`src/rtl/tdq_pkg.sv`:
```
package tdq_pkg;
  localparam int DATA_W = 8;
  localparam logic [DATA_W-1:0] EMPTY_CODE = 8'h80;

  typedef enum logic [1:0] {
    PG_GLOBAL = 2'd0,
    PG_CHCTL  = 2'd1,
    PG_CHSTAT = 2'd2,
    PG_NONE   = 2'd3
  } page_e;

  localparam int IDX_QUEUE = 0;
  localparam int IDX_GCTL  = 1;
  localparam int IDX_OVF   = 2;
endpackage

```
`src/rtl/tdq_edge_arb.sv`:
```
module tdq_edge_arb #(
  parameter int NUM_CH = 16,
  localparam int CH_W = $clog2(NUM_CH),
  localparam int NREQ = 2 * NUM_CH
) (
  input  logic              clk,
  input  logic              rst,
  input  logic [NUM_CH-1:0] tone_i,
  input  logic [NUM_CH-1:0] mask_det_i,
  input  logic [NUM_CH-1:0] mask_rel_i,
  output logic [NUM_CH-1:0] td_q_o,
  output logic              evt_valid_o,
  output logic [CH_W-1:0]   evt_ch_o
);
  logic [NUM_CH-1:0] td_q;
  logic [NREQ-1:0]   req_q, set_v, clr_v;

  // request 2c is channel c detect, 2c+1 its release
  for (genvar c = 0; c < NUM_CH; c++) begin : g_edge
    assign set_v[2*c]   =  tone_i[c] & ~td_q[c] & ~mask_det_i[c];
    assign set_v[2*c+1] = ~tone_i[c] &  td_q[c] & ~mask_rel_i[c];
  end

  always_comb begin
    clr_v       = '0;
    evt_valid_o = 1'b0;
    evt_ch_o    = '0;
    for (int k = 0; k < NREQ; k++) begin
      if (req_q[k] && !evt_valid_o) begin
        evt_valid_o = 1'b1;
        clr_v[k]    = 1'b1;
        evt_ch_o    = CH_W'(k / 2);
      end
    end
  end

  always_ff @(posedge clk) begin
    if (rst) begin
      td_q  <= '0;
      req_q <= '0;
    end else begin
      td_q  <= tone_i;
      req_q <= (req_q & ~clr_v) | set_v;
    end
  end

  assign td_q_o = td_q;


  evt_pend_chk: assert property (@(posedge clk) disable iff (rst)
    (|set_v) |=> (|req_q));
endmodule

```
`src/rtl/tdq_fifo.sv`:
```
module tdq_fifo #(
  parameter int DEPTH = 32,
  parameter int W = 4,
  localparam int PW = $clog2(DEPTH),
  localparam int CW = $clog2(DEPTH + 1)
) (
  input  logic         clk,
  input  logic         rst,
  input  logic         push_i,
  input  logic [W-1:0] push_data_i,
  input  logic         pop_i,
  output logic [W-1:0] pop_data_o,
  output logic         empty_o,
  output logic         full_o
);
  logic [W-1:0]  mem [DEPTH];
  logic [PW-1:0] wptr, rptr;
  logic [CW-1:0] count;
  logic          do_push, do_pop;

  assign empty_o = (count == '0);
  assign full_o  = (count == CW'(DEPTH));
  assign do_push = push_i & ~full_o;
  assign do_pop  = pop_i & ~empty_o;

  always_ff @(posedge clk) begin
    if (do_push) mem[wptr] <= push_data_i;
    if (do_pop)  pop_data_o <= mem[rptr];
  end

  always_ff @(posedge clk) begin
    if (rst) begin
      wptr  <= '0;
      rptr  <= '0;
      count <= '0;
    end else begin
      if (do_push) wptr <= wptr + 1'b1;
      if (do_pop)  rptr <= rptr + 1'b1;
      case ({do_push, do_pop})
        2'b10:   count <= count + 1'b1;
        2'b01:   count <= count - 1'b1;
        default: count <= count;
      endcase
    end
  end


  empty_pop_chk: assert property (@(posedge clk) disable iff (rst)
    (pop_i && !push_i && empty_o) |=> empty_o);

  full_push_chk: assert property (@(posedge clk) disable iff (rst)
    (push_i && !pop_i && full_o) |=> full_o);
endmodule

```
`src/rtl/tdq_irq.sv`:
```
module tdq_irq #(
  parameter int HOLD = 2,
  localparam int HW = $clog2(HOLD + 1)
) (
  input  logic clk,
  input  logic rst,
  input  logic q_read_i,
  input  logic pending_i,
  input  logic gmask_i,
  output logic irq_n_o
);
  logic [HW-1:0] hold_q;

  always_ff @(posedge clk) begin
    if (rst) begin
      hold_q  <= '0;
      irq_n_o <= 1'b1;
    end else if (q_read_i) begin
      hold_q  <= HW'(HOLD - 1);
      irq_n_o <= 1'b1;
    end else if (hold_q != '0) begin
      hold_q  <= hold_q - 1'b1;
      irq_n_o <= 1'b1;
    end else begin
      irq_n_o <= ~(pending_i & ~gmask_i);
    end
  end


  read_gap_chk: assert property (@(posedge clk) disable iff (rst)
    q_read_i |=> irq_n_o);
endmodule

```
`src/rtl/tone_evt_irq.sv`:
```
module tone_evt_irq #(
  parameter int NUM_CH = 16,
  parameter int DEPTH = 32,
  parameter int HOLD = 2,
  localparam int CH_W = $clog2(NUM_CH),
  localparam int ADDR_W = CH_W + 2
) (
  input  logic                      clk,
  input  logic                      rst,
  input  logic [NUM_CH-1:0]         tone_dis_i,
  input  logic                      reg_wr_i,
  input  logic                      reg_rd_i,
  input  logic [ADDR_W-1:0]         reg_addr_i,
  input  logic [tdq_pkg::DATA_W-1:0] reg_wdata_i,
  output logic [tdq_pkg::DATA_W-1:0] reg_rdata_o,
  output logic                      irq_n_o
);
  import tdq_pkg::*;

  logic [NUM_CH-1:0] mdet_q, mrel_q, td_q;
  logic              gmask_q, ovf_q;
  logic [DATA_W-1:0] rd_q;
  logic              q_hit_q;
  logic              evt_valid, fifo_empty, fifo_full;
  logic [CH_W-1:0]   evt_ch, fifo_dout;
  page_e             page;
  logic [CH_W-1:0]   idx;
  logic              is_queue, q_read, is_gctl, is_ovf, ch_ok;
  logic              wdata_unused;

  assign page     = page_e'(reg_addr_i[ADDR_W-1 -: 2]);
  assign idx      = reg_addr_i[CH_W-1:0];
  assign ch_ok    = (32'(idx) < NUM_CH);
  assign is_queue = (page == PG_GLOBAL) && (32'(idx) == IDX_QUEUE);
  assign is_gctl  = (page == PG_GLOBAL) && (32'(idx) == IDX_GCTL);
  assign is_ovf   = (page == PG_GLOBAL) && (32'(idx) == IDX_OVF);
  assign q_read   = reg_rd_i & is_queue;
  assign wdata_unused = ^reg_wdata_i[DATA_W-1:2];

  tdq_edge_arb #(.NUM_CH(NUM_CH)) u_edge (
    .clk(clk), .rst(rst), .tone_i(tone_dis_i),
    .mask_det_i(mdet_q), .mask_rel_i(mrel_q), .td_q_o(td_q),
    .evt_valid_o(evt_valid), .evt_ch_o(evt_ch)
  );

  tdq_fifo #(.DEPTH(DEPTH), .W(CH_W)) u_fifo (
    .clk(clk), .rst(rst), .push_i(evt_valid), .push_data_i(evt_ch),
    .pop_i(q_read), .pop_data_o(fifo_dout),
    .empty_o(fifo_empty), .full_o(fifo_full)
  );

  tdq_irq #(.HOLD(HOLD)) u_irq (
    .clk(clk), .rst(rst), .q_read_i(q_read), .pending_i(~fifo_empty),
    .gmask_i(gmask_q), .irq_n_o(irq_n_o)
  );

  // control and overflow registers
  always_ff @(posedge clk) begin
    if (rst) begin
      gmask_q <= 1'b0;
      ovf_q   <= 1'b0;
      mdet_q  <= '0;
      mrel_q  <= '0;
    end else begin
      ovf_q <= (ovf_q & ~(reg_wr_i & is_ovf & reg_wdata_i[0]))
             | (evt_valid & fifo_full);
      if (reg_wr_i && is_gctl) gmask_q <= reg_wdata_i[0];
      if (reg_wr_i && page == PG_CHCTL && ch_ok) begin
        mdet_q[idx] <= reg_wdata_i[0];
        mrel_q[idx] <= reg_wdata_i[1];
      end
    end
  end

  // read path
  always_ff @(posedge clk) begin
    if (rst) begin
      rd_q    <= '0;
      q_hit_q <= 1'b0;
    end else if (reg_rd_i) begin
      q_hit_q <= is_queue & ~fifo_empty;
      rd_q    <= '0;
      case (page)
        PG_GLOBAL: begin
          if (is_queue)     rd_q <= EMPTY_CODE;
          else if (is_gctl) rd_q <= DATA_W'(gmask_q);
          else if (is_ovf)  rd_q <= DATA_W'(ovf_q);
        end
        PG_CHCTL:  if (ch_ok) rd_q <= DATA_W'({mrel_q[idx], mdet_q[idx]});
        PG_CHSTAT: if (ch_ok) rd_q <= DATA_W'(td_q[idx]);
        default:   rd_q <= '0;
      endcase
    end
  end

  assign reg_rdata_o = q_hit_q ? DATA_W'(fifo_dout) : rd_q;


  irq_pending_chk: assert property (@(posedge clk) disable iff (rst)
    !irq_n_o |-> !fifo_empty);

  gmask_quiet_chk: assert property (@(posedge clk) disable iff (rst)
    gmask_q |=> irq_n_o);

  ovf_sticky_chk: assert property (@(posedge clk) disable iff (rst)
    (ovf_q && !reg_wr_i) |=> ovf_q);
endmodule

```
`config.mk`:
```
export PLATFORM = sky130hd
export DESIGN_NAME = tone_evt_irq
export DESIGN_NICKNAME = d
export VERILOG_FILES = /design/src/rtl/tdq_pkg.sv /design/src/rtl/tdq_edge_arb.sv /design/src/rtl/tdq_fifo.sv /design/src/rtl/tdq_irq.sv /design/src/rtl/tone_evt_irq.sv
export SDC_FILE = /design/constraint.sdc
export NUM_CORES = 1
export LEC_CHECK = 0
export BUFFER_PORTS_ARGS = -buffer_cell sky130_fd_sc_hd__buf_2
export CORE_UTILIZATION = 40
export CTS_BUF_LIST = sky130_fd_sc_hd__clkbuf_8 sky130_fd_sc_hd__clkbuf_16
export CTS_CLUSTER_SIZE = 28
export DETAILED_ROUTE_END_ITERATION = 16
export GPL_TIMING_DRIVEN = 1
export PLACE_DENSITY_LB_ADDON = 0.05
export SLEW_MARGIN = 20
export SYNTH_ARGS = -nofsm -noshare
export SYNTH_HDL_FRONTEND = slang
export SYNTH_SLANG_ARGS = --single-unit
```
`constraint.sdc`:
```
create_clock -name clk -period 5.2 [get_ports clk]
set_input_delay 0 -clock clk [delete_from_list [all_inputs] [get_ports clk]]
set_output_delay 0 -clock clk [all_outputs]
set_load 0.01 [all_outputs]
```
# Word level (Yosys, flattened, before mapping)
# Memories as Yosys holds them, arrays and structs flattened. A register that Yosys moved wholly into a read port is not among the register bits.
# Index checks and enable logic that the tools add are counted.
word_totals:
  output_inout_bits: 9
  in_bits: 34
  ram_bits: 128
  mem_count: 1
  wordCells: 364
  reg_bits: 110
memory_table:
  columns: ["memory", "words", "width", "rd", "rd_ports_with_merged_regs", "wr", "line_no", "text"]
  rows:
  - ["u_fifo.mem", 32, 4, 1, 1, 1, "tdq_fifo.sv:16", "logic [W-1:0] mem [DEPTH];"]
op_classes:
  n_lt_le_gt_ge: 2
  n_eq_ne: 7
  bitwise_logic: 146
  n_mux: 113
  n_addsub: 5
  n_reduce_logical: 76
op_table:
  columns: ["cell", "count"]
  rows:
  - ["two-way mux 1 bit", 75]
  - ["bitwise AND 1 bit", 73]
  - ["inverter 1 bit", 69]
  - ["two-way mux 4 bit", 16]
  - ["logical AND 1 bit", 37]
  - ["bitwise AND 32 bit", 1]
  - ["bitwise mux 16 bit", 2]
  - ["inverter 32 bit", 1]
  - ["OR 32 bit", 1]
  - ["zero test 1 bit", 31]
  - ["two-way mux 3 bit", 8]
  - ["one-hot mux 8 bit (3 select lines)", 1]
  - ["two-way mux 8 bit", 2]
  - ["binary-select mux 1 bit (select 4 bit)", 3]
  - ["one-hot mux 6 bit (2 select lines)", 1]
  - ["adder 5 x 1 -> 5 bit (second input constant)", 2]
  - ["two-way mux 2 bit", 4]
  - ["adder 6 x 1 -> 6 bit (second input constant)", 1]
  - ["equality test 6 bit (second input constant)", 1]
  - ["zero test 6 bit", 1]
  - ["nonzero test 2 bit", 3]
  - ["subtractor 6 x 1 -> 6 bit (second input constant)", 1]
  - ["< comparator 4 x 5 -> 1 bit (second input constant)", 1]
  - ["demux 1 bit (select 4 bit)", 1]
  - ["11 further kinds", 13]

# Depth between registers and ports, before layout
# Gate-level depths: netlist of run 1.
depth:
  ltp_word: 97
  ltp_mapped: 14
  ltp_nobuf: 12

# Cells and area by module
# From an unflattened synthesis of run 1, not the netlist that was laid out.
unflattened:
  hier_cells: 869
  hier_area_um2: 10353.7
by_module_without_submodules:
  columns: ["module", "cells_per_inst", "area_per_inst_um2", "instances"]
  rows:
  - ["tdq_fifo", 372, 6172.2, 1]
  - ["tone_evt_irq", 250, 2064.5, 1]
  - ["tdq_edge_arb", 234, 1993.2, 1]
  - ["tdq_irq", 13, 123.9, 1]

# Worst setup path before layout of run 1
# Ideal clock, no wire load.
synth_timing:
  path_kind: "register -> register"
  from: "register u_edge.req_q[16]"
  to: "register u_fifo.count[4]"
  setup_ns: 0.132
  t_arrival_ns: 3.061
  period_less_slack_ns: 3.193
  path_stages_with_launch: 14
  path_slack_ns: 2.007
  cell_sequence: "dfxtp_1 > or4_1 > nor4_4 > a31oi_4 > inv_1 > ha_1 > clkbuf_1 > xor2_1 > ha_1 > a21o_1 > a221oi_1 > o32a_1 > or3_1 > a21oi_1"
synth_between:
  elab_chain_cells: 50
  word_cells_on_any_way: 52
  cone_classes: "eq/ne (2); mux (17); bitwise (1); reduce/logical (32)"
synth_lines:
  columns: ["item", "line_no", "text"]
  rows:
  - ["start, declared", "tdq_edge_arb.sv:16", "logic [NREQ-1:0] req_q, set_v, clr_v;"]
  - ["start signal, assigned", "tdq_edge_arb.sv:43", "req_q <= (req_q & ~clr_v) | set_v;"]
  - ["logical AND 1 bit *", "tdq_edge_arb.sv:29", "if (req_q[k] && !evt_valid_o) begin"]
  - ["two-way mux 1 bit *", "tdq_edge_arb.sv:29", null]
  - ["zero test 1 bit", "tdq_edge_arb.sv:29", null]
  - ["logical AND 1 bit", "tdq_edge_arb.sv:29", null]
  - ["two-way mux 1 bit *", "tdq_edge_arb.sv:29", null]
  - ["zero test 1 bit", "tdq_edge_arb.sv:29", null]
  - ["logical AND 1 bit", "tdq_edge_arb.sv:29", null]
  - ["two-way mux 1 bit *", "tdq_edge_arb.sv:29", null]
  - ["[34 not listed]", null, null]
  - ["logical AND 1 bit", "tdq_edge_arb.sv:29", null]
  - ["two-way mux 1 bit *", "tdq_edge_arb.sv:29", null]
  - ["zero test 1 bit", "tdq_edge_arb.sv:29", null]
  - ["logical AND 1 bit", "tdq_edge_arb.sv:29", null]
  - ["two-way mux 1 bit *", "tdq_edge_arb.sv:29", null]
  - ["bitwise AND 1 bit *", "tdq_fifo.sv:23", "assign do_push = push_i & ~full_o;"]
  - ["equality test 2 x 1 -> 1 bit / equality test 2 bit (equally long branches)", "tdq_fifo.sv:39", "case ({do_push, do_pop})"]
  - ["one-hot mux 6 bit (2 select lines) / nonzero test 2 bit (equally long branches)", null, null]
  - ["end signal, assigned", "tdq_fifo.sv:40", "2'b10: count <= count + 1'b1;"]
  - ["end signal, assigned", "tdq_fifo.sv:41", "2'b01: count <= count - 1'b1;"]
  - ["end signal, assigned", "tdq_fifo.sv:42", "default: count <= count;"]
  - ["end, declared", "tdq_fifo.sv:18", "logic [CW-1:0] count;"]
# Every way passes the cells marked *; elsewhere a longest branch is shown, timed or not.
# A chain may end at the register's enable or synchronous reset.

# Final worst setup path of run 1
# Ends and elaborated chain as after synthesis.

==> results.md, run 1 <==
- Launch instance of the worst register-to-register path: u_edge.req_q[16]
- Critical path endpoint category: flip-flop
- Cell breakdown of the critical path: or4_1 -> nor4_4 -> a31oi_4 -> inv_1 -> ha_1 -> xor2_1 -> ha_1 -> a21o_1 -> a221oi_1 -> o32a_1 -> or3_1 -> a21oi_1
- Worst clock skew: 0.0146 ns
- Die ar.: between 20,000 and 30,000 um^2
- Buffers and inverters on the worst path: 1
- Worst-skew pair later-pin latency: approximately 0.53 ns
- Number of diodes added for antenna fixing: 0
- Sequential fraction of the synthesis area: 0.593
- Number of antenna violations at the first check in global routing: 0
- Post-placement worst setup slack: 1.62 ns
- Run status: finished, final reports clean
- Critical path required time: around 5.6 ns
- Area Growth Syn to Fin: 16.0%
- Boundary pin count: 43
- Max-Slew Margin vs Limit: 0.466
- Number of hold-repair buffers added at the cts stage: 32
- FFs w/ async S/R, synth: 0
- Top FF cell, synth: edfxtp_1
- Buffers inserted during post-CTS setup optimization: 0
- Number of buffers inserted during clock tree synthesis: 27
- Distinct cells, synth: 66
- Layout Nets: 907
- Timing startpoint of the critical path: u_edge.req_q[16]
- H-Tree Depth: 1
- Power Dens Cells: about 360 nW/um^2
- GRT Total Usage: 0.187
- Max Freq: 0.276 GHz
- Setup crit start kind: flip-flop
- Half-perimeter wire length of the detailed placement result: around 16,000 um
- Number of cells on the worst reg-to-reg path: 12
- Layout cells sized above 1: 0.194
- Finish-stage setup viols: 0
- Path category of the worst min-delay check: in2reg
- Synth Instances: 809
- Most common cell after layout, fill and taps aside: edfxtp_1
- Share of the clock period used by the worst path after layout: 0.697
- Final Hold Viols: 0
- Drt pass-1 iters: 5
- Basic-gate share of the synthesized area counting and, or, nand and nor cells: 0.151
- FF-to-FF End: u_fifo.count[4]
- Last element of the critical path: u_fifo.count[4]
- DRT Wirelength: 23,900 um
- Placer congestion estimate: between 0.8 and 0.9
- IR drop worst, VDD: between 0.2 and 0.25 mV
- Crit path kind: reg2reg
- Warnings, synthesis: 0
- Post-synthesis mux area share: 0.143
- Setup repair after global routing missed its margin: no
- Slowest stage delay, CP: between 0.6 and 0.7 ns
- Avg Synthesized Cell Area: approximately 13 um^2
- Flip-flop and latch count after synthesis: 237
- Quantity of gates resized following cts: 0
- Input/output buffers: 33
- Number of global-route vias before repair: 6,728
- Overflow after GRT: 0
- Dominant cells by area after synthesis: edfxtp_1 (39%), dfxtp_1 (21%), mux4_2 (11%), nor2_1 (3.9%), a21oi_1 (2.5%)
- Die width: 162 um
- Largest net degree at the start of global routing: 59
- Main combinational cell family by area after synthesis: simple AND/OR/NAND/NOR gates
- Critical path's slowest cell: or4_1
- Leakage Power: ~4.1 nW
- Post-synthesis compound-gate area fraction: 0.0703
- Worst-Margin Slew: between 0.7 and 0.8 ns
- Cell type with the largest total area after synthesis: edfxtp_1
- Maxcap violations: 0
- Post-DR vias/cell: 5.47
- Floorplan die height: ~160 um
- Arrival time at the worst endpoint: around 4 ns
- Buffer depth of the longest clock path: 3
- Buffer cell driving the clock tree root: clkbuf_16
- Number of placement rows: 58
- Fraction of the mapped netlist area in adder cells: 0.0110
- Count of clock tree sinks: about 240
- Wire length per cell: about 20 um
- Register-to-register setup slack: between 1.5 and 2 ns
- TritonCTS clock tree: done
- Synthesized cell area: 10,200 um^2
- Top library cells by usage in the layout, fill and taps aside: edfxtp_1 (132), nor2_1 (106), dfxtp_1 (104)
- Vias after detailed routing: about 6,600
- CP delay by family, top: simple AND/OR/NAND/NOR gates
- Starting DRT DRC Count: 585
- Post-route DRC: 0
- Worst Setup Slack, final: between 1.5 and 2 ns
- CP Depth: 12
- Area fraction of the dominant cell type after synthesis: 0.387
- Final ANT Viol Nets: 0
- Global-route wire length before repair: 37,500 um
- Clk pin slew, worst setup/hold paths: 0.06 ns
- Core area: ~25,000 um^2
- Most frequent cell on the critical path: ha_1
- Total Negative Setup Slacks: 0 ns
- Peak fanout along the critical path: 8
- Post-synthesis share of cell area spent on xor and xnor gates: 0.00770
- Final min period: about 3.6 ns
- Max-slew violations: 0
- Initial Utilization: 0.408
- Number of enable flip-flop cells after synthesis: about 130
-- power by group --
part	switching, mW	internal [mW]
clock	0.728	1.11
sequential	0.0385	2.07
combinational	0.211	0.128
total	0.977	3.30
-- how the worst min path moves through the flow --
stage	from	to	slack [ns]	cells after the start
detailed placement	tone_dis_i[5]	u_edge.td_q_o[5]	0.25	2
floorplan	rst	u_edge.td_q_o[0]	0.08	1
finish	reg_addr_i[3]	rd_q[0]	0.11	3
global route	reg_addr_i[3]	rd_q[0]	0.13	3
CTS	reg_addr_i[3]	rd_q[0]	0.08	3
global placement	tone_dis_i[2]	u_edge.td_q_o[2]	0.24	2
-- layout make-up --
cell class / instances / area (um^2)
Multi-Input combinational cell: 516 / 3940
Inverter: 10 / 37.5
Clock inverter: 19 / 159
Sequential cell: 237 / 6070
Clock buffer: 29 / 703
Fill cell: 2300 / 13200
Timing Repair Buffer: 72 / 541
Tap cell: 330 / 413
-- worst reg2reg max path, delay by kind of cell, from the launching register on --
kind                       cells  cell delay [ns]
AOI/OAI and AO/OA              5             0.96
and+or+nand+nor                3             1.18
buffers and inverters          1             0.25
xor gates and xnor gates       1             0.12
DFF                            1             0.35
adders and majority gates      2             0.63
-- metrics by stage --
stage / instances / utilization / hold WS [ns] / power (mW) / area [um^2]
finish: 1213 / 0.473 / 0.109 / 4.28 / 11900
global route: 1213 / 0.473 / 0.133 / 4.44 / 11900
CTS: 1213 / 0.472 / 0.0820 / 4.34 / 11900
detailed placement: 1133 / 0.425 / 0.252 / 2.47 / 10700
global placement: 1133 / 0.425 / 0.240 / 2.45 / 10700
floorplan: 811 / - / 0.0789 / 2.35 / 10200
-- cell families after synthesis --
family	Yosys count
flip-flops	237
buffers and inverters	58
XOR/XNOR	9
other	1
adder cells (fa/ha/maj)	9
multiplexers	83
AND/OR/NAND/NOR	297
AO/OA/AOI/OAI	115
-- sequential cells by signal (all words and copies together) (netlist names) --
register,cells
u_irq.irq_n_o,1
u_fifo.count,6
q_hit_q,1
u_fifo.wptr,5
u_edge.td_q_o,16
u_edge.req_q,32
u_irq.hold_q,2
u_fifo.rptr,5
gmask_q,1
mdet_q,16
u_fifo.mem,128
ovf_q,1
rd_q,3
u_fifo.pop_data_o,4
mrel_q,16
-- per-layer routing --
layer | GRT usage | part of all wire | vias up
met5 | 0 | 0 | -
met4 | 0.0720 | 0.037 | 0
met3 | 0.0248 | 0.039 | 61
met2 | 0.322 | 0.49 | 162
met1 | 0.238 | 0.43 | 3287
li1 | - | - | 3126
-- cell usage after synthesis, drive strengths merged, types with 6 or more instances --
cell and n:
dfxtp 105, or3b 17, mux2 9, nor2b 28
o21ai 22, or3 8, a22oi 11, nor2 108
clkbuf 27, mux4 50, buf 21, xor2 6
nor4 6, nor3 7, nand3b 7, mux2i 24
nor3b 9, inv 10, a21oi 52, edfxtp 132
ha 9, nand2 51, nand3 32
Note: power is estimated with default switching activity, not from simulation.
==> run 2: changes to the inputs <==
Clock period 5.2 ns to 3.4 ns, I/O delays scaled along.
==> run 2 against run 1 <==
Compared with the run above:
- flip-flop and latch count unchanged
- sequential power increased by 53%
- wire length rose by 3.1%
- register-to-register slack lost 1.3 ns
- global-route usage is 0.57 points higher
- utilization up 0.31 points
- clock power grew 64%
- setup slack worse by 1.3 ns
- clock-buffer cell count shrank 2
- critical path type unchanged
- critical endpoint unchanged
==> results.md, run 2 (synthesis results as in run 1) <==
- Run status: finished, final reports clean
- Largest net degree at the start of global routing: around 100
- Largest registers ranked by flip-flop count: u_fifo.mem (128), u_edge.req_q (32)
- Layout cells sized above 1: 0.205
- Placer congestion estimate: roughly 0.8
- Max-slew violations: 0
- Layout Nets: between 900 and 1,000
- Vias after detailed routing: ~6,600
- Die width: approximately 160 um
- Global-route wire length before repair: approximately 38,000 um
- Register with the most flip-flops: u_fifo.mem
- Final ANT Viol Nets: 0
- Quantity of gates resized following cts: 0
- Crit path kind: reg2reg
- Final min period: roughly 3.1 ns
- Number of antenna violations at the first check in global routing: 0
- Number of buffers inserted during clock tree synthesis: 27
- Starting DRT DRC Count: 496
- Critical path required time: between 3 and 4 ns
- Post-DR vias/cell: 5.46
- Buffer depth of the longest clock path: 3
- Most common cell after layout, fill and taps aside: edfxtp_1
- Post-route DRC: 0
- DRT Wirelength: approximately 25,000 um
- Path category of the worst min-delay check: in2reg
- Buffer cell driving the clock tree root: clkbuf_16
- Buffers inserted during post-CTS setup optimization: 0
- Count of clock tree sinks: ~240
- Drt pass-1 iters: 5
- Boundary pin count: 43
- Wire length per cell: roughly 20 um
- Floorplan die height: ~160 um
- Arrival time at the worst endpoint: between 3 and 4 ns
- TritonCTS clock tree: done
- Critical path endpoint category: flip-flop
- H-Tree Depth: 1
- GRT Total Usage: 0.192
- Area Growth Syn to Fin: 16.7%
- Half-perimeter wire length of the detailed placement result: 16,500 um
- CP delay by family, top: simple AND/OR/NAND/NOR gates
- Number of global-route vias before repair: between 6,000 and 7,000
- Critical path's slowest cell: or4_1
- Top library cells by usage in the layout, fill and taps aside: edfxtp_1 (132), nor2_1 (106), dfxtp_1 (104)
- Hold slack final: roughly 0.04 ns
- Number of placement rows: between 50 and 60
- Die ar.: between 20,000 and 30,000 um^2
- Final Hold Viols: 0
- Setup crit start kind: flip-flop
- Overflow after GRT: 0
- Core area: between 20,000 and 30,000 um^2
- Number of flip-flops under the largest register name: 128
- Peak fanout along the critical path: 6
- Worst clock skew: about 0.015 ns
- Initial Utilization: 0.408
- Fill cell count: 2,262
- Maxcap violations: 0
- Max Freq: about 0.32 GHz
- Power Dens Cells: 566 nW/um^2
- Leakage Power: around 4.1 nW
- Number of diodes added for antenna fixing: 0
- Setup repair after global routing missed its margin: no
- Worst-Margin Slew: around 1.1 ns
- Share of the clock period used by the worst path after layout: 0.925
- Finish-stage setup viols: 0
- Worst-skew pair later-pin latency: 0.53 ns
- Cell breakdown of the critical path: or4_1 -> nor4_4 -> a31oi_4 -> inv_1 -> ha_1 -> xor2_1 -> ha_1 -> a21o_1 -> a221oi_1 -> o32a_1 -> or3_1 -> a21oi_1
- Input/output buffers: 33
- Clk pin slew, worst setup/hold paths: approximately 0.06 ns
- Slowest stage delay, CP: approximately 0.66 ns
- Total Negative Setup Slacks: 0 ns
- Most frequent cell on the critical path: ha_1
- IR drop worst, VDD: roughly 0.38 mV
- Max-Slew Margin vs Limit: 0.288
- Buffers and inverters on the worst path: 1
run 2: cell count changes in the layout (fill, tap and decap cells not counted):
cell           before  now
clkbuf_8            2    0
a311o_1             0    1
dlygate4sd3_1      32   25
dfxtp_4             1    0
dfxtp_2             0    1
clkinv_2            3    2
clkinvlp_4          0    1
bufinv_16           3    6
inv_1              19   14
buf_4               8   19
a311o_2             1    0
buf_12              0    1
inv_6               1    0
clkinv_1            3    6
run 2: area by class of cell:
| cell class | instances | area (um^2) | share of cell area |
|---|---|---|---|
| inverters | 10 | 37.5 | 0.00314 |
| multi-input cells | 516 | 3940 | 0.330 |
| clock buffers | 27 | 676 | 0.0566 |
| well taps | 330 | 413 | 0.0346 |
| clock inverters | 19 | 235 | 0.0197 |
| repair buffers | 77 | 573 | 0.0480 |
| flip-flops and latches | 237 | 6070 | 0.508 |
run 2: tightest hold or removal path: cells and delay by family:
family	cells	cell delay (ns)
buffers and inverters	1	0.20
AOI/OAI and AO/OA	1	0.06
and+or+nand+nor	2	0.25
run 2: routing by layer:
layer  track usage  part of all wire
met2         0.341              0.51
met1         0.247              0.44
met3        0.0237             0.031
met4        0.0536             0.021
met5             0                 0
run 2: path summary, 6_finish.rpt:
kind / from / to / slack (ns) / cells past startpoint
worst max-delay path: u_edge.req_q[16] / u_fifo.count[4] / 0.26 / 12
worst min register to register: u_edge.td_q_o[0] / u_edge.req_q[0] / 0.45 / 1
worst min-delay path: reg_addr_i[2] / mrel_q[0] / 0.04 / 4
worst max register to register: u_edge.req_q[16] / u_fifo.count[4] / 0.26 / 12
run 2: repair_timing:
item	in CTS	in global routing
hold buffers	25	0
endpoints found under the setup margin	0	0
hold endpoints to repair	86	0
run 2: power breakdown:
| part | internal, mW | total, mW | leakage, nW | switching (mW) |
|---|---|---|---|---|
| Clock | 1.88 | 3.01 | 0.456 | 1.13 |
| Sequential | 3.16 | 3.22 | 2.07 | 0.0575 |
| Combinational | 0.199 | 0.526 | 1.61 | 0.327 |
run 2: metrics by stage:
| stage | setup slack, ns | power (mW) | cells | cell area (um^2) | utilization |
|---|---|---|---|---|---|
| 6_report | 0.257 | 6.76 | 1216 | 11900 | 0.476 |
| 5_1_grt | 0.0713 | 7.01 | 1216 | 11900 | 0.476 |
| 4_1_cts | 0.229 | 6.83 | 1216 | 11900 | 0.476 |
| 3_5_place_dp | 0.268 | 3.79 | 1145 | 10800 | 0.429 |
| 3_3_place_gp | 0.277 | 3.77 | 1145 | 10800 | 0.429 |
| 2_1_floorplan | 0.207 | 3.59 | 811 | 10200 | - |
==> run 3: changes to the inputs <==
Clock period 3.4 ns to 2.6 ns, I/O delays scaled along.
==> run 3 against run 2 <==
Compared with the run above:
- the flow now finishes with violations (setup timing)
- highest routed layer unchanged
- sequential share of layout area fell by 2.1 points
- non-clock buffer count is 52 higher
- register-to-register slack worse by 0.48 ns
- die area did not move
==> results.md, run 3 (synthesis results as in run 1) <==
- Run status: complete, but fails checks
- Violations in the final reports: setup timing
- Final ANT Viol Nets: 0
- Total Negative Setup Slacks: -0.462 ns
- Post-placement worst setup slack: -0.241 ns
- Wire length per cell: ~20 um
- Overflow after GRT: 0
- Final Hold Viols: 0
- Share of power burned in the clock network: 0.428
- Number of standard cells in the final layout excluding fillers: roughly 1,300
- Post-placement cell count: ~1,200
- Count of clock tree sinks: approximately 240
- Leakage Power: about 4.4 nW
- Sequential group share of total power: 0.478
- Max-Slew Margin vs Limit: 0.454
- Core area: between 20,000 and 30,000 um^2
- Cell breakdown of the critical path: or4_4 -> nor4_4 -> a31oi_4 -> inv_2 -> ha_4 -> xor2_1 -> ha_2 -> a21o_1 -> a221oi_2 -> o32a_1 -> or3_1 -> a21oi_2
- Area Growth Syn to Fin: 21.7%
- Critical path endpoint category: flip-flop
- GRT Total Usage: 0.191
- Number of buffers inserted during clock tree synthesis: 27
- Boundary pin count: between 40 and 50
- Max Freq: 0.354 GHz
- Critical path required time: approximately 3.1 ns
- Max-slew violations: 0
- Clk pin slew, worst setup/hold paths: approximately 0.06 ns
- Post-route DRC: 0
- Largest net degree at the start of global routing: between 70 and 80
- TritonCTS clock tree: done
- Arrival time at the worst endpoint: approximately 3.3 ns
- Buffers and inverters on the worst path: 1
- Die ar.: around 26,000 um^2
- Drt pass-1 iters: 5
- Number of placement rows: 58
- Number of flip-flops under the largest register name: roughly 130
- Final core utilization: 0.496
- Largest registers ranked by flip-flop count: u_fifo.mem (128), u_edge.req_q (32)
- Number of global-route vias before repair: about 6,800
- Most common cell after layout, fill and taps aside: edfxtp_1
- Layout cells sized above 1: 0.268
- Path category of the worst min-delay check: in2reg
- Input/output buffers: 33
- Register with the most flip-flops: u_fifo.mem
- Die width: ~160 um
- Slowest stage delay, CP: 0.55 ns
- Starting DRT DRC Count: about 500
- CP delay by family, top: simple AND/OR/NAND/NOR gates
- Setup repair after global routing missed its margin: yes
- Worst-Margin Slew: roughly 0.82 ns
- H-Tree Depth: 1
- Number of antenna violations at the first check in global routing: 0
- Power Dens Cells: 705 nW/um^2
- Setup crit start kind: flip-flop
- Power dissipated by switching net loads: 2.07 mW
- Post-DR vias/cell: 5.34
- Internal power: around 6.7 mW
- Layout Nets: 964
- Worst Setup Slack, final: -0.225 ns
- Crit path kind: reg2reg
- Vias after detailed routing: 6,790
- Maxcap violations: 0
- Buffer cell driving the clock tree root: clkbuf_16
- Worst clock skew: roughly 0.017 ns
- IR drop worst, VDD: about 0.63 mV
- Final min period: 2.82 ns
- Half-perimeter wire length of the detailed placement result: 17,100 um
- Top library cells by usage in the layout, fill and taps aside: edfxtp_1 (132), nor2_1 (106), dfxtp_1 (102)
- Critical path's slowest cell: or4_4
- Initial Utilization: 0.408
- Combinational share of power: 0.094
- Finish-stage setup viols: 4
- Share of the clock period used by the worst path after layout: 1.09
- Floorplan die height: around 160 um
- Worst-skew pair later-pin latency: 0.55 ns
- Peak fanout along the critical path: 4
- Buffer depth of the longest clock path: 3
- Global-route wire length before repair: 38,200 um
- Switching Fraction: 0.236
- Number of diodes added for antenna fixing: 0
- Placer congestion estimate: a little over 0.8
- DRT Wirelength: about 25,000 um
==> run 3: changes by cell type in the layout (fill, tap and decap cells not counted), moves of 2 or more <==
| cell | previous run | this run |
|---|---|---|
| dfxtp_2 | 1 | 3 |
| a21oi_2 | 0 | 2 |
| clkinv_1 | 6 | 0 |
| ha_4 | 0 | 2 |
| a21oi_1 | 52 | 50 |
| clkbuf_8 | 0 | 11 |
| dfxtp_1 | 104 | 102 |
| buf_4 | 19 | 64 |
| buf_12 | 1 | 7 |
| bufinv_16 | 6 | 0 |
| ha_1 | 9 | 6 |
==> run 3: layer usage <==
metal | track usage | up-vias | part of all wire
li1 | - | 3252 | -
met1 | 0.243 | 3342 | 0.44
met2 | 0.333 | 154 | 0.50
met3 | 0.0271 | 42 | 0.036
met4 | 0.0690 | 0 | 0.030
met5 | 0 | - | 0
==> run 3: stage by stage <==
step | hold WS [ns] | instance area, um^2 | power, mW
after floorplan | 0.0789 | 10300 | 4.70
after global placement | 0.238 | 11200 | 5.05
after detailed placement | 0.245 | 11200 | 5.07
after CTS | 0.00552 | 12400 | 8.88
after global routing | 0.0368 | 12500 | 9.10
final | 0.0141 | 12500 | 8.78
==> run 3: worst reg2reg max path: stages (launching register included) <==
cell and delay, ns:
dfxtp_2 0.32, or4_4 0.55, nor4_4 0.36, a31oi_4 0.14, inv_2 0.09, ha_4 0.13
xor2_1 0.14, ha_2 0.23, a21o_1 0.14, a221oi_2 0.06, o32a_1 0.17, or3_1 0.32
a21oi_2 0.11
==> run 3: final timing paths <==
check	from	end	slack [ns]	cells after the start
worst min-delay path	rst	u_edge.req_q[4]	0.01	2
worst max-delay path	u_edge.req_q[24]	u_fifo.count[4]	-0.22	12
worst max register to register	u_edge.req_q[24]	u_fifo.count[4]	-0.22	12
worst min register to register	u_edge.td_q_o[0]	u_edge.req_q[0]	0.46	1
==> run 3: power groups by stage <==
stage	Combinational, mW	Clock [mW]	Sequential (mW)
after global routing	0.901	3.99	4.20
after global placement	0.785	0	4.26
after detailed placement	0.804	0	4.27
final	0.826	3.76	4.19
after CTS	0.837	3.86	4.19
after floorplan	0.434	0	4.27
==> run 3: final cells by class <==
cell class	count	area (um^2)
clock buffer	38	827
clock inverter	12	81.3
fill	2224	12700
inverter	10	37.5
multi-input combinational	516	3990
sequential	237	6070
tap	330	413
timing repair buffer	129	1040
==> run 3: what timing repair did <==
item | 4_1_cts | 5_1_grt
pin swaps | 6 | 4
hold buffers | 26 | 0
hold endpoints to repair | 88 | 0
resized for setup | 2 | 4
setup endpoints to repair | 4 | 4
setup buffers | 2 | 2
